--- src/rtl/fetch_pkg.sv ---
package fetch_pkg;
  localparam logic [3:0] OPC_HALT   = 4'h0;
  localparam logic [3:0] OPC_NOP    = 4'h1;
  localparam logic [3:0] OPC_CMOV   = 4'h2;
  localparam logic [3:0] OPC_IRMOV  = 4'h3;
  localparam logic [3:0] OPC_RMMOV  = 4'h4;
  localparam logic [3:0] OPC_MRMOV  = 4'h5;
  localparam logic [3:0] OPC_ALU    = 4'h6;
  localparam logic [3:0] OPC_JUMP   = 4'h7;
  localparam logic [3:0] OPC_CALL   = 4'h8;
  localparam logic [3:0] OPC_RET    = 4'h9;
  localparam logic [3:0] OPC_PUSH   = 4'hA;
  localparam logic [3:0] OPC_POP    = 4'hB;
  localparam logic [3:0] FN_NONE    = 4'h0;
  localparam logic [3:0] REG_NONE   = 4'hF;

  typedef enum logic [1:0] {
    ST_OK      = 2'd0,
    ST_HALT    = 2'd1,
    ST_ADDR    = 2'd2,
    ST_ILLEGAL = 2'd3
  } stat_e;
endpackage

--- src/rtl/fetch_split.sv ---
module fetch_split
  import fetch_pkg::*;
(
  input  logic [7:0] byte0_i,
  input  logic       err_i,
  output logic [3:0] op_o,
  output logic [3:0] fn_o
);
  always_comb begin
    if (err_i) begin
      op_o = OPC_NOP;
      fn_o = FN_NONE;
    end else begin
      op_o = byte0_i[7:4];
      fn_o = byte0_i[3:0];
    end
  end

  always_comb begin
    a_r2_fault_gives_nop: assert (!err_i || (op_o == OPC_NOP && fn_o == FN_NONE))
      else $error("R2: fetch fault did not yield nop");
  end
endmodule

--- src/rtl/fetch_classify.sv ---
module fetch_classify
  import fetch_pkg::*;
#(
  parameter int CONST_BYTES = 8,
  parameter int LEN_W       = $clog2(CONST_BYTES + 3)
)(
  input  logic [3:0]       op_i,
  output logic             valid_o,
  output logic             regs_o,
  output logic             const_o,
  output logic             const_early_o,
  output logic [LEN_W-1:0] len_o
);
  localparam logic [LEN_W-1:0] CONST_LEN = LEN_W'(CONST_BYTES);

  always_comb begin
    valid_o       = (op_i <= OPC_POP);
    regs_o        = 1'b0;
    const_o       = 1'b0;
    const_early_o = 1'b0;
    case (op_i)
      OPC_CMOV, OPC_ALU, OPC_PUSH, OPC_POP: regs_o = 1'b1;
      OPC_IRMOV, OPC_RMMOV, OPC_MRMOV: begin
        regs_o  = 1'b1;
        const_o = 1'b1;
      end
      OPC_JUMP, OPC_CALL: begin
        const_o       = 1'b1;
        const_early_o = 1'b1;
      end
      default: ;
    endcase
  end

  always_comb begin
    len_o = LEN_W'(1);
    if (regs_o)  len_o = len_o + LEN_W'(1);
    if (const_o) len_o = len_o + CONST_LEN;
  end

  always_comb begin
    a_r5_early_needs_const: assert (!const_early_o || (const_o && !regs_o))
      else $error("R5: early constant without constant flag");
  end
endmodule

--- src/rtl/fetch_extract.sv ---
module fetch_extract
  import fetch_pkg::*;
#(
  parameter int CONST_BYTES = 8,
  localparam int TAIL_W = (CONST_BYTES + 1) * 8,
  localparam int CONST_W = CONST_BYTES * 8
)(
  input  logic [TAIL_W-1:0]  tail_i,
  input  logic               regs_i,
  input  logic               const_i,
  input  logic               early_i,
  output logic [3:0]         ra_o,
  output logic [3:0]         rb_o,
  output logic [CONST_W-1:0] const_o
);
  logic [CONST_W-1:0] from_b1;
  logic [CONST_W-1:0] from_b2;
  logic [7:0]         last_byte;

  assign last_byte = tail_i[TAIL_W-1 -: 8];

  for (genvar j = 0; j < CONST_BYTES; j++) begin : g_bytes
    assign from_b1[8*j +: 8] = tail_i[8*j +: 8];
    if (j < CONST_BYTES - 1) begin : g_mid
      assign from_b2[8*j +: 8] = tail_i[8*(j+1) +: 8];
    end else begin : g_top
      assign from_b2[8*j +: 8] = last_byte;
    end
  end

  always_comb begin
    if (regs_i) begin
      ra_o = tail_i[7:4];
      rb_o = tail_i[3:0];
    end else begin
      ra_o = REG_NONE;
      rb_o = REG_NONE;
    end
    if (!const_i)     const_o = '0;
    else if (early_i) const_o = from_b1;
    else              const_o = from_b2;
  end

  always_comb begin
    a_r4_absent_regs_none: assert (regs_i || (ra_o == REG_NONE && rb_o == REG_NONE))
      else $error("R4: absent register byte not 0xF");
    a_r5_absent_const_zero: assert (const_i || const_o == '0)
      else $error("R5: absent constant not zero");
  end
endmodule

--- src/rtl/fetch_aligner.sv ---
module fetch_aligner
  import fetch_pkg::*;
#(
  parameter int CONST_BYTES = 8,
  parameter int ADDR_W      = 64,
  localparam int WIN_W   = (CONST_BYTES + 2) * 8,
  localparam int CONST_W = CONST_BYTES * 8
)(
  input  logic [ADDR_W-1:0]  pc_i,
  input  logic [WIN_W-1:0]   win_i,
  input  logic               imem_err_i,
  input  logic               dmem_err_i,
  output logic [3:0]         op_o,
  output logic [3:0]         fn_o,
  output logic [3:0]         ra_o,
  output logic [3:0]         rb_o,
  output logic [CONST_W-1:0] const_o,
  output logic [ADDR_W-1:0]  next_pc_o,
  output logic               has_regs_o,
  output logic               has_const_o,
  output logic               valid_o,
  output logic [1:0]         stat_o
);
  localparam int LEN_W = $clog2(CONST_BYTES + 3);

  logic             early;
  logic [LEN_W-1:0] len;
  stat_e            stat;

  fetch_split u_split (
    .byte0_i (win_i[7:0]),
    .err_i   (imem_err_i),
    .op_o    (op_o),
    .fn_o    (fn_o)
  );

  fetch_classify #(.CONST_BYTES(CONST_BYTES), .LEN_W(LEN_W)) u_class (
    .op_i          (op_o),
    .valid_o       (valid_o),
    .regs_o        (has_regs_o),
    .const_o       (has_const_o),
    .const_early_o (early),
    .len_o         (len)
  );

  fetch_extract #(.CONST_BYTES(CONST_BYTES)) u_extract (
    .tail_i  (win_i[WIN_W-1:8]),
    .regs_i  (has_regs_o),
    .const_i (has_const_o),
    .early_i (early),
    .ra_o    (ra_o),
    .rb_o    (rb_o),
    .const_o (const_o)
  );

  assign next_pc_o = pc_i + ADDR_W'(len);

  always_comb begin
    if (imem_err_i || dmem_err_i) stat = ST_ADDR;
    else if (!valid_o)            stat = ST_ILLEGAL;
    else if (op_o == OPC_HALT)    stat = ST_HALT;
    else                          stat = ST_OK;
  end
  assign stat_o = stat;

  logic [ADDR_W-1:0] step;
  assign step = next_pc_o - pc_i;

  always_comb begin
    a_r6_legal_length: assert (step == ADDR_W'(1) || step == ADDR_W'(2) ||
                               step == ADDR_W'(CONST_BYTES + 1) ||
                               step == ADDR_W'(CONST_BYTES + 2))
      else $error("R6: illegal instruction length");
    a_r7_error_is_addr: assert (!(imem_err_i || dmem_err_i) || stat_o == ST_ADDR)
      else $error("R7: error flag not reported as ADDR");
    a_r3_invalid_not_ok: assert (valid_o || stat_o == ST_ADDR || stat_o == ST_ILLEGAL)
      else $error("R3: invalid opcode reported as runnable");
  end
endmodule

--- config.mk ---
export PLATFORM = sky130hd
export DESIGN_NAME = fetch_aligner
export DESIGN_NICKNAME = d
export VERILOG_FILES = /design/src/rtl/fetch_pkg.sv /design/src/rtl/fetch_split.sv /design/src/rtl/fetch_classify.sv /design/src/rtl/fetch_extract.sv /design/src/rtl/fetch_aligner.sv
export SDC_FILE = /design/constraint.sdc
export NUM_CORES = 1
export LEC_CHECK = 0
export BUFFER_PORTS_ARGS = -buffer_cell sky130_fd_sc_hd__buf_2
export CAP_MARGIN = 40
export CORE_AREA = 5 5 111 113
export DETAILED_ROUTE_END_ITERATION = 6
export DIE_AREA = 0 0 116 118
export SLEW_MARGIN = 10
export SYNTH_ARGS = -nofsm -noshare
export SYNTH_HDL_FRONTEND = slang
export SYNTH_SLANG_ARGS = --single-unit
export TNS_END_PERCENT = 20
--- constraint.sdc ---
create_clock -name vclk -period 3.25
set_clock_uncertainty 0.1 [all_clocks]
set_input_delay 0.1625 -clock vclk [all_inputs]
set_output_delay 0.1625 -clock vclk [all_outputs]
set_load 0.01 [all_outputs]
==> impl_metrics.csv <==
group,metric,value,unit
timing,rsz0062_at_grt,"false",
global_routing,grt_usage,18.4,%
global_routing,grt_overflow,0,
hold_path,min-delay-path-class,"input pin to output port",
floorplanning,rows,39,
synth,ys.warnings.count,0,
detailed_routing,drc,0,
detailed_routing,drtAntennaViolNets,0,
detailed_routing,finalWirelength,14.0,mm
floorplanning,die_height,118,µm
global_routing,antenna_found_initial,0,
floorplanning,dieWidth,116,µm
floorplanning,initial_core_util,23.1,%
global_routing,grt_pass1_vias,3882,
power_and_ir_drop,irDropWorstVdd,0.0497,mV
finish,final_nets,905,
timing,slew_headroom,43.4,%
worst_setup_path,crit_path_start_kind,"input pin",
synth,yosysSeqAreaShare,0,%
synth,synth_commonest_cells,"nand2_1, a21oi_1, xnor2_1",
power_and_ir_drop,power-per-cell-area,110,mW/mm²
finish,areaGrowthSynthToFinish,64.4,%
worst_setup_path,max_stage_delay,750,ps
place,port_buffers,295,
floorplanning,core_area,0.0112,mm²
floorplanning,ios,295,
worst_setup_path,cp_slowest_cell,"or4_1",
timing,maxSlewViolCount,0,
worst_setup_path,critPathTopFamily,"simple AND/OR/NAND/NOR gates",
global_routing,grt_max_degree,65,
worst_setup_path,crit_type,"input pin to output port",
synth,syn_area_per_cell,5.48,µm²
run_status,status,"finished clean",
worst_setup_path,path_depth,12,
detailed_routing,first_iter_violations,293,
synth,ys_top_cells_by_area,"nand2_1, xnor2_1, a21oi_1, xor2_1, nand4_1",
global_routing,grt_first_pass_wirelength,21.0,mm
detailed_routing,wl_per_cell,15.6,µm
synth,ys_types,41,
worst_setup_path,critPathCaptureType,"output port",
place,place.gp.congestion,0.898,
detailed_routing,drtPass1Iterations,5,
hold_path,min_path_cells,3,
synth,syn-cell-area,0.00259,mm²
finish,clock_buffers,0,
power_and_ir_drop,p_leak,2.28,nW
detailed_routing,viasPerCell,4.77,
synth,syn-num-nets,623,
worst_setup_path,crit_buf_inv,3,
finish,final_layout_size_suffix_gt1_share,42.9,%
floorplanning,dieArea,0.0137,mm²
synth,yosysMostFrequentCell,"nand2_1",
synth,synth_top_area_share,21.7,%
timing,setup-tns-final,0,ps
job,cap_violations,0,
worst_setup_path,worstPathCellList,"buf_2, nor3_1, nand2_1, o21ai_0, nand2b_2, inv_1, ha_1, a31oi_1, or4_1, nor3_4, xor2_1, buf_2",
finish,seq_cells,0,
worst_setup_path,worst_ep_arrival_time,2660,ps
timing,final_hold_viol_count,0,
timing,worstMarginPinSlew,841,ps
synth,synthCells,473,
timing,fin_crit_sh,89.8,%
worst_setup_path,crit_required,2990,ps
timing,max_freq,343,MHz
timing,fin_crit,2920,ps
place,detailed_place_hpwl,12.0,mm
timing,setup_viol,0,
worst_setup_path,cpMostUsedCell,"buf_2",
synth,yosysTopAreaCell,"nand2_1",
detailed_routing,vias,4281,
finish,regArea,0,µm²
power_and_ir_drop,power,0.471,mW
worst_setup_path,cp_max_fo,6,
logic make-up after synthesis:
group | after synthesis | synth area share, %
xor gates and xnor gates | 62 | 20.9
and+or+nand+nor | 297 | 55.8
muxes | 3 | 1.16
AOI/OAI and AO/OA | 72 | 14.4
adders and majority gates | 4 | 2.22
buffers and inverters | 35 | 5.45
worst paths after layout:
| check | from | to | slack, ps |
|---|---|---|---|
| max | win_i[5] | next_pc_o[49] | 330 |
| min | dmem_err_i | stat_o[0] | 490 |
final cells by class:
class              instances  area, µm²
diodes                     1       2.50
fillers                 1303       6960
inverters                  7       26.3
multi-input cells        438       2470
well taps                143        179
repair buffers           308       1590
metal layers:
| metal | part of all wire (%) | global-route usage [%] |
|---|---|---|
| met1 | 45 | 26.2 |
| met2 | 48 | 31.4 |
| met3 | 6.7 | 1.44 |
| met4 | 0.69 | 1.31 |
| met5 | 0 | 0 |
cells in the final DEF (no fill, tap or decap), drive strengths merged, types with 2 or more instances in the layout:
master  count
a21o        2
a21oi      66
and2        5
and3       14
and4        6
buf       308
ha          3
inv         7
mux2i       3
nand2     150
nand3      29
nand4      25
nor2       23
nor2b       7
nor3       11
nor4        7
or2         2
or3        12
xnor2      39
xor2       23
metrics by stage:
step / instances / setup WS (ps) / instance area (µm²) / utilization [%] / hold WS (ps)
global route: 896 / 9.12 / 4260 / 38.0 / 509
floorplan: 473 / 257 / 2590 / - / 276
finish: 897 / 331 / 4260 / 38.0 / 493
CTS: 893 / 187 / 4240 / 37.7 / 495
global placement: 893 / 314 / 4240 / 37.7 / 497
detailed placement: 893 / 192 / 4240 / 37.7 / 495
report_power, final:
part	switching, mW	leakage, nW	total, mW	internal, mW
sequential	0	0	0	0
combinational	0.270	2.28	0.471	0.200
clock	0	0.00000634	0.0000000414	0.0000000414
total	0.270	2.28	0.471	0.200
what timing repair did:
action,CTS,global route
hold buffers,0,0
setup endpoints to repair,0,2
setup buffers,0,3
gates resized for setup,0,1
(Power assumes the default switching activity.)
